`src/rtl/waitctl_pkg.sv`:
```
package waitctl_pkg;

    typedef enum logic [1:0] {
        ST_IDLE    = 2'd0,
        ST_ADDR    = 2'd1,
        ST_MINWAIT = 2'd2,
        ST_STRETCH = 2'd3
    } bus_state_t;

endpackage

```
`src/rtl/wc_ack_front.sv`:
```
module wc_ack_front #(
    parameter int SYNC_STAGES = 2
) (
    input  logic clk,
    input  logic rst_n,
    input  logic ack_raw,
    input  logic sync_mode,
    input  logic bus_master,
    output logic ack_eff
);

    localparam int SW = $clog2(SYNC_STAGES + 1);

    logic ack_synced;

    generate
        if (SYNC_STAGES == 1) begin : g_single
            logic stage_q;
            always_ff @(posedge clk or negedge rst_n) begin
                if (!rst_n) stage_q <= 1'b0;
                else        stage_q <= ack_raw;
            end
            assign ack_synced = stage_q;
        end else begin : g_chain
            logic [SYNC_STAGES-1:0] chain_q;
            always_ff @(posedge clk or negedge rst_n) begin
                if (!rst_n) chain_q <= '0;
                else        chain_q <= {chain_q[SYNC_STAGES-2:0], ack_raw};
            end
            assign ack_synced = chain_q[SYNC_STAGES-1];
        end
    endgenerate

    // acknowledge only qualifies while this device owns the bus
    assign ack_eff = bus_master && (sync_mode ? ack_synced : ack_raw);

    // edges since reset, for the latency check only
    logic [SW-1:0] settle_q;
    always_ff @(posedge clk or negedge rst_n) begin
        if (!rst_n)                          settle_q <= '0;
        else if (settle_q != SW'(SYNC_STAGES)) settle_q <= settle_q + 1'b1;
    end


    sync_latency_chk: assert property (@(posedge clk) disable iff (!rst_n)
        (sync_mode && bus_master && settle_q == SW'(SYNC_STAGES))
            |-> ack_eff == $past(ack_raw, SYNC_STAGES));

endmodule

```
`src/rtl/wc_wait_counter.sv`:
```
module wc_wait_counter #(
    parameter int WAIT_W = 4
) (
    input  logic              clk,
    input  logic              rst_n,
    input  logic              load,
    input  logic [WAIT_W-1:0] load_val,
    input  logic              dec,
    output logic              is_zero,
    output logic              is_last
);

    logic [WAIT_W-1:0] cnt_q;

    always_ff @(posedge clk or negedge rst_n) begin
        if (!rst_n)                 cnt_q <= '0;
        else if (load)              cnt_q <= load_val;
        else if (dec && cnt_q != '0) cnt_q <= cnt_q - 1'b1;
    end

    assign is_zero = (cnt_q == '0);
    assign is_last = (cnt_q == WAIT_W'(1));


    no_underflow_chk: assert property (@(posedge clk) disable iff (!rst_n)
        (dec && !load && is_zero) |=> is_zero);

endmodule

```
`src/rtl/wc_seq.sv`:
```
module wc_seq
    import waitctl_pkg::*;
(
    input  logic       clk,
    input  logic       rst_n,
    input  logic       req_valid,
    input  logic       bus_master,
    input  logic       cnt_zero,
    input  logic       cnt_last,
    input  logic       ack_eff,
    output bus_state_t state,
    output logic       accept,
    output logic       complete,
    output logic       cnt_dec,
    output logic       cyc_active
);

    bus_state_t nxt;

    // state register
    always_ff @(posedge clk or negedge rst_n) begin
        if (!rst_n) state <= ST_IDLE;
        else        state <= nxt;
    end

    // transitions
    always_comb begin
        nxt = state;
        unique case (state)
            ST_IDLE:    if (req_valid && bus_master) nxt = ST_ADDR;
            ST_ADDR:    nxt = cnt_zero ? ST_IDLE : ST_MINWAIT;
            ST_MINWAIT: if (cnt_last) nxt = ack_eff ? ST_IDLE : ST_STRETCH;
            ST_STRETCH: if (ack_eff) nxt = ST_IDLE;
            default:    nxt = ST_IDLE;
        endcase
    end

    // outputs
    always_comb begin
        accept     = 1'b0;
        complete   = 1'b0;
        cnt_dec    = 1'b0;
        cyc_active = 1'b1;
        unique case (state)
            ST_IDLE: begin
                cyc_active = 1'b0;
                accept     = req_valid && bus_master;
            end
            ST_ADDR:    complete = cnt_zero;
            ST_MINWAIT: begin
                cnt_dec  = !cnt_last;
                complete = cnt_last && ack_eff;
            end
            ST_STRETCH: complete = ack_eff;
            default:    cyc_active = 1'b0;
        endcase
    end


    zero_wait_chk: assert property (@(posedge clk) disable iff (!rst_n)
        (state == ST_ADDR && cnt_zero) |=> state == ST_IDLE);


    min_wait_hold_chk: assert property (@(posedge clk) disable iff (!rst_n)
        (state == ST_MINWAIT && !cnt_last) |=> state == ST_MINWAIT);


    stretch_hold_chk: assert property (@(posedge clk) disable iff (!rst_n)
        (state == ST_STRETCH && !ack_eff) |=> state == ST_STRETCH);


    no_master_idle_chk: assert property (@(posedge clk) disable iff (!rst_n)
        (state == ST_IDLE && !bus_master) |=> state == ST_IDLE);


    no_master_stretch_chk: assert property (@(posedge clk) disable iff (!rst_n)
        (state == ST_STRETCH && !bus_master) |=> state == ST_STRETCH);

endmodule

```
`src/rtl/wc_xfer_regs.sv`:
```
module wc_xfer_regs #(
    parameter int ADDR_W = 16,
    parameter int DATA_W = 16
) (
    input  logic              clk,
    input  logic              rst_n,
    input  logic              accept,
    input  logic              complete,
    input  logic [ADDR_W-1:0] req_addr,
    input  logic              req_write,
    input  logic [DATA_W-1:0] req_wdata,
    input  logic [DATA_W-1:0] ext_rdata,
    output logic [ADDR_W-1:0] bus_addr,
    output logic              bus_write,
    output logic [DATA_W-1:0] bus_wdata,
    output logic [DATA_W-1:0] rd_data,
    output logic              done
);

    always_ff @(posedge clk or negedge rst_n) begin
        if (!rst_n) begin
            bus_addr  <= '0;
            bus_write <= 1'b0;
            bus_wdata <= '0;
            rd_data   <= '0;
            done      <= 1'b0;
        end else begin
            done <= complete;
            if (accept) begin
                bus_addr  <= req_addr;
                bus_write <= req_write;
                bus_wdata <= req_wdata;
            end
            if (complete && !bus_write) rd_data <= ext_rdata;
        end
    end

endmodule

```
`src/rtl/ext_bus_waitctl.sv`:
```
module ext_bus_waitctl
    import waitctl_pkg::*;
#(
    parameter int ADDR_W      = 16,
    parameter int DATA_W      = 16,
    parameter int WAIT_W      = 4,
    parameter int SYNC_STAGES = 2
) (
    input  logic              clk,
    input  logic              rst_n,
    input  logic [WAIT_W-1:0] cfg_min_wait,
    input  logic              cfg_ack_sync,
    input  logic              bus_master,
    input  logic              req_valid,
    input  logic [ADDR_W-1:0] req_addr,
    input  logic              req_write,
    input  logic [DATA_W-1:0] req_wdata,
    output logic              cyc_active,
    output logic [ADDR_W-1:0] bus_addr,
    output logic              bus_write,
    output logic [DATA_W-1:0] bus_wdata,
    input  logic              ext_ack,
    input  logic [DATA_W-1:0] ext_rdata,
    output logic              done,
    output logic [DATA_W-1:0] rd_data
);

    bus_state_t state;
    logic       ack_eff;
    logic       cnt_zero;
    logic       cnt_last;
    logic       accept;
    logic       complete;
    logic       cnt_dec;

    wc_ack_front #(.SYNC_STAGES(SYNC_STAGES)) u_ack (
        .clk        (clk),
        .rst_n      (rst_n),
        .ack_raw    (ext_ack),
        .sync_mode  (cfg_ack_sync),
        .bus_master (bus_master),
        .ack_eff    (ack_eff)
    );

    wc_wait_counter #(.WAIT_W(WAIT_W)) u_cnt (
        .clk      (clk),
        .rst_n    (rst_n),
        .load     (accept),
        .load_val (cfg_min_wait),
        .dec      (cnt_dec),
        .is_zero  (cnt_zero),
        .is_last  (cnt_last)
    );

    wc_seq u_seq (
        .clk        (clk),
        .rst_n      (rst_n),
        .req_valid  (req_valid),
        .bus_master (bus_master),
        .cnt_zero   (cnt_zero),
        .cnt_last   (cnt_last),
        .ack_eff    (ack_eff),
        .state      (state),
        .accept     (accept),
        .complete   (complete),
        .cnt_dec    (cnt_dec),
        .cyc_active (cyc_active)
    );

    wc_xfer_regs #(.ADDR_W(ADDR_W), .DATA_W(DATA_W)) u_regs (
        .clk       (clk),
        .rst_n     (rst_n),
        .accept    (accept),
        .complete  (complete),
        .req_addr  (req_addr),
        .req_write (req_write),
        .req_wdata (req_wdata),
        .ext_rdata (ext_rdata),
        .bus_addr  (bus_addr),
        .bus_write (bus_write),
        .bus_wdata (bus_wdata),
        .rd_data   (rd_data),
        .done      (done)
    );


    accept_start_chk: assert property (@(posedge clk) disable iff (!rst_n)
        (!cyc_active && req_valid && bus_master)
            |=> (cyc_active && bus_addr == $past(req_addr)));


    addr_hold_chk: assert property (@(posedge clk) disable iff (!rst_n)
        (cyc_active && $past(cyc_active)) |-> $stable(bus_addr));


    done_pulse_chk: assert property (@(posedge clk) disable iff (!rst_n)
        done |=> !done);


    read_capture_chk: assert property (@(posedge clk) disable iff (!rst_n)
        $rose(done) && !bus_write |-> rd_data == $past(ext_rdata));


    write_keep_chk: assert property (@(posedge clk) disable iff (!rst_n)
        $rose(done) && bus_write |-> $stable(rd_data));

endmodule

```
`config.mk`:
```
export PLATFORM = sky130hd
export DESIGN_NAME = ext_bus_waitctl
export DESIGN_NICKNAME = d
export VERILOG_FILES = /design/src/rtl/waitctl_pkg.sv /design/src/rtl/wc_ack_front.sv /design/src/rtl/wc_wait_counter.sv /design/src/rtl/wc_seq.sv /design/src/rtl/wc_xfer_regs.sv /design/src/rtl/ext_bus_waitctl.sv
export SDC_FILE = /design/constraint.sdc
export NUM_CORES = 1
export LEC_CHECK = 0
export BUFFER_PORTS_ARGS = -buffer_cell sky130_fd_sc_hd__buf_2
export CAP_MARGIN = 20
export CELL_PAD_IN_SITES_DETAIL_PLACEMENT = 0
export CELL_PAD_IN_SITES_GLOBAL_PLACEMENT = 1
export CORE_MARGIN = 2
export CORE_UTILIZATION = 40
export CTS_BUF_LIST = sky130_fd_sc_hd__clkbuf_4
export DETAILED_ROUTE_END_ITERATION = 7
export PLACE_DENSITY = 0.86
export RECOVER_POWER = 100
export SYNTH_ARGS = -nofsm -noshare
export SYNTH_HDL_FRONTEND = slang
export SYNTH_SLANG_ARGS = --single-unit
```
`constraint.sdc`:
```
create_clock -name clk -period 3.47 [get_ports clk]
set_input_delay 0.5205 -clock clk [delete_from_list [all_inputs] [get_ports clk]]
set_output_delay 0.5205 -clock clk [all_outputs]
set_load 0.02 [all_outputs]
```
## Word level (Yosys, flattened, before mapping)

Index checks and enable logic that the tools add are counted.

- Reduce and logical (&&, ||, !) cells: 12
- Mux-type cells: 13
- Add/sub/neg operators: 1
- Equal/unequal tests: 7

Operator list:

| kind | count |
|---|---|
| 2-bit 2-to-1 mux | 5 |
| 4-bit 2-to-1 mux | 2 |
| 2-bit case mux with 4 select lines | 1 |
| 2-bit by 1-bit != test with 1-bit output, second input constant | 3 |
| 1-bit logical AND | 5 |
| 2-bit == test, second input constant | 2 |
| 4-bit by 1-bit == test with 1-bit output, second input constant | 1 |
| 4-bit zero test | 1 |
| 1-bit 2-to-1 mux | 4 |
| 4-bit nonzero test | 1 |
| 4-bit by 1-bit subtractor with 4-bit output, second input constant | 1 |
| 1-bit case mux with 3 select lines | 1 |
| 3-bit AND reduction | 1 |
| 2-bit by 1-bit == test with 1-bit output, second input constant | 1 |
| 1-bit zero test | 2 |
| 2-bit zero test | 1 |
| 2-bit nonzero test | 1 |

- Register bits: 58
- Input port bits: 59

## Logic depth before layout (Yosys ltp)

- Depth after elaboration: 6
- Mapped depth: 7

## By module

From an unflattened synthesis, not the netlist that was laid out.

- Cells, all modules: 154
- Area, all modules: 2362.3 sq um

Modules (own cells, without submodules):

| module | area each (sq um) | cells each | times used |
|---|---|---|---|
| wc_xfer_regs | 1894.3 | 106 | 1 |
| wc_wait_counter | 266.5 | 30 | 1 |
| wc_seq | 135.1 | 14 | 1 |
| wc_ack_front | 66.3 | 4 | 1 |

## Least setup slack after synthesis

No wires, ideal clock.

- Path kind: reg-to-reg
- Start: reg u_cnt.cnt_q[0]
- End: reg u_regs.rd_data[10]
- Slack: 1.770 ns
- Stages on the path, launching flop included: 8
- Data arrival time: 1.561 ns
- Period minus slack after synthesis: 1.700 ns
- Data required time: 3.332 ns
- Cell sequence: dfrtp_1 -> inv_1 -> ha_1 -> or4b_1 -> buf_2 -> buf_6 -> o21ai_1 -> o211ai_1

- Longest elaborated chain between the ends: 4
- Elaborated cells on any way between the ends: 5
- Those cells by class: eq/ne: 1; mux: 1; reduce/logical: 3

RTL lines:

| item | RTL line | RTL |
|---|---|---|
| start: declaration | wc_wait_counter.sv:13 | `logic [WAIT_W-1:0] cnt_q;` |
| start signal: assignment | wc_wait_counter.sv:17 | `else if (load) cnt_q <= load_val;` |
| start signal: assignment | wc_wait_counter.sv:18 | `else if (dec && cnt_q != '0) cnt_q <= cnt_q - 1'b1;` |
| 4-bit by 1-bit == test with 1-bit output | wc_wait_counter.sv:22 | `assign is_last = (cnt_q == WAIT_W'(1));` |
| 1-bit logical AND | wc_seq.sv:52 | `complete = cnt_last && ack_eff;` |
| 1-bit case mux with 3 select lines (*) | wc_seq.sv:44 | `unique case (state)` |
| 1-bit logical AND (*) | wc_xfer_regs.sv:34 | `if (complete && !bus_write) rd_data <= ext_rdata;` |
| end signal: assignment | wc_xfer_regs.sv:34 |  |
| end: declaration | wc_xfer_regs.sv:16 | `output logic [DATA_W-1:0] rd_data,` |

Mark *: on every way between the ends. The rest lies on a longest branch, timed or not.
A chain may end at the register's enable or synchronous reset.

## Worst setup path in the final report

- Start: reg u_cnt.cnt_q[1]
- End: reg u_regs.rd_data[7]

Same word-level chain as after synthesis.

==> results.sh <==
export IMPL_synth_distinct_cells=35
export IMPL_io_buffers=109
export IMPL_ant_nets=0
export IMPL_yosysTopAreaCell="dfrtp_1"
export IMPL_cts_tree="built"
export IMPL_vdd_drop_max_v=0.000413
export IMPL_multiInputGateArea_sq_um=1270
export IMPL_path_max_fanout=20
export IMPL_routedWlPerCell_microns=14.2
export IMPL_min_period_ns=2.62
export IMPL_place_congestion=0.800
export IMPL_final_cell_mix="103 x nand2_1, 58 x dfrtp_1, 56 x buf_2, 56 x clkbuf_1, 19 x o2111ai_1"
export IMPL_r2r_cells=6
export IMPL_layout_commonest_cell="nand2_1"
export IMPL_min_period_over_period_pct=75.6
export IMPL_syn_area_per_cell_sq_um=9.13
export IMPL_final_area_sq_um=3480
export IMPL_yosys_top_cells_area="dfrtp_1 50%, nand2_1 13%, o2111ai_1 5.8%"
export IMPL_final_hold_viol_count=0
export IMPL_instances_no_fill=512
export IMPL_p_total_mw=3.08
export IMPL_worst_setup_path_type="reg2reg"
export IMPL_post_cts_buffers=0
export IMPL_pin_count=110
export IMPL_seq_area_sq_um=1450
export IMPL_first_pass_iters=4
export IMPL_ys_flop_type="dfrtp_1"
export IMPL_ys_seq_area_share_pct=50.3
export IMPL_viasPerCell=5.12
export IMPL_syn2layout_area_growth_pct=20.7
export IMPL_min_path_type="in2reg"
export IMPL_synth_edf_count=0
export IMPL_die_area_sq_um=7900
export IMPL_worst_pin_slew_ns=1.99
export IMPL_die_x_microns=88.9
export IMPL_grt_pass1_vias=2450
export IMPL_slew_viol_final=38
export IMPL_placed_area_sq_um=3470
export IMPL_setup_tns_ns=0
export IMPL_crit_start="u_cnt.cnt_q[1]"
export IMPL_grt_max_degree=38
export IMPL_maxCapViolCount=2
export IMPL_drive_gt1_share_pct=18.8
export IMPL_drc=0
export IMPL_grt_use_total_pct=19.1
export IMPL_fmax_mhz=381
export IMPL_core_rowCount=30
export IMPL_r2r_slack_ns=0.85
export IMPL_routed_wl_microns=7290
export IMPL_violations="capacitance limit, slew limit"
export IMPL_slew_headroom_pct=-32.5
export IMPL_reg2reg_to="u_regs.rd_data[7]"
export IMPL_worst_slack_ns=0.847
export IMPL_async_flop_share_pct=100
export IMPL_fin_skew_ns=0.0127
export IMPL_clk_path_buf_depth=2
export IMPL_final_nets=474
export IMPL_cts_root_buffer="clkbuf_4"
export IMPL_start_kind="flop"
export IMPL_insertedDiodeCount=0
export IMPL_core_sq_um=6870
export IMPL_grt_ovfl_total=0
export IMPL_preCtsSetupSlack_ns=1.27
export IMPL_holdWs_ns=0.258
export IMPL_drt_iter0_markers=98
export IMPL_fp_dieH_microns=88.9
export IMPL_path_clk_slew_ns=0.10
export IMPL_rsz0062_at_grt="false"
export IMPL_powerDensity_nw_per_um2=884
export IMPL_arrival_ns=2.87
export IMPL_utilization_pct=50.7
export IMPL_netlist_area_leader_share_pct=50.3
export IMPL_status="complete, but fails checks"
export IMPL_cts_resized=0
export IMPL_insertion_delay_ns=0.39
export IMPL_netlist_instances=316
export IMPL_htree_levels=3
export IMPL_vias=2622
export IMPL_numCtsBuffers=9
export IMPL_antenna_found_initial=0
export IMPL_min_path_cells=1
export IMPL_synth_area_sq_um=2880
export IMPL_required_ns=3.72
export IMPL_clock_sinks=58
export IMPL_leakage_nw=1.64
export IMPL_hold_buffers=0
export IMPL_synth_seq_cells=58
export IMPL_yosys_warnings=0
export IMPL_setup_violations_final=0
export IMPL_place_inst=497
export IMPL_hold_start="ext_ack"
export IMPL_min_to="u_ack.g_chain.chain_q[0]"
export IMPL_dp_hpwl_microns=4860
export IMPL_grt_pass1_wl_microns=11700
export IMPL_fill_cells=700
export IMPL_end_kind="flop"
export IMPL_start_util_pct=42.0
export IMPL_syn_nets=378
export IMPL_rr_startpoint="u_cnt.cnt_q[1]"
## critical path: stages (launching register included)
cell      delay [ns]
dfrtp_1         0.38
inv_1           0.11
ha_1            0.18
nor3b_1         0.22
clkbuf_1        0.72
o2111a_1        0.69
o211ai_1        0.19
## per-layer routing
metal  up-vias  share of wire, %  GRT usage, %
met5         -                 0             0
met4         0              0.93          7.71
met3         9               8.2          4.99
met2       110                45          28.4
met1      1203                46          26.6
li1       1300                 -             -
## Yosys cell counts, drive strengths merged (2+ instances only)
cell       n
nand2    103
dfrtp     58
o2111ai   19
o21ai     19
clkbuf    17
nand3     17
o211ai    17
and3b     16
buf       14
inv        6
a31oi      3
ha         3
nor2b      3
o311ai     3
nor2       2
## cell type report
type	count	area share (%)
Multi-Input combinational cell	221	36.4
Clock buffer	10	2.16
Tap cell	96	3.45
Timing Repair Buffer	116	15.0
Sequential cell	58	41.7
Inverter	6	0.647
Clock inverter	5	0.647
## sequential cells by signal (all words and copies together), names as in the netlist
name,count
u_seq.state,2
u_regs.bus_write,1
u_regs.done,1
u_regs.bus_wdata,16
u_cnt.cnt_q,4
u_regs.bus_addr,16
u_regs.rd_data,16
u_ack.g_chain.chain_q,2
## worst max-delay path by stage
stage and to:
6_report u_regs.rd_data[7], 5_1_grt u_cnt.cnt_q[1], 4_1_cts cyc_active, 3_5_place_dp u_cnt.cnt_q[1]
3_3_place_gp u_cnt.cnt_q[1], 2_1_floorplan u_regs.rd_data[10]
## power breakdown
group / switching (mW) / total, mW / internal, mW / leakage (nW)
sequential: 0.242 / 1.24 / 1.00 / 0.714
clock: 0.241 / 0.384 / 0.143 / 0.0609
combinational: 0.986 / 1.45 / 0.463 / 0.867
## cells by family after synthesis
group / after synthesis / synth area share [%]
and+or+nand+nor: 151 / 25.3
AOI/OAI and AO/OA: 66 / 16.7
DFF: 58 / 50.3
buffers and inverters: 37 / 5.94
adders and majority gates: 3 / 1.30
muxes: 1 / 0.390
No activity file was read; power rests on OpenSTA's default activity.
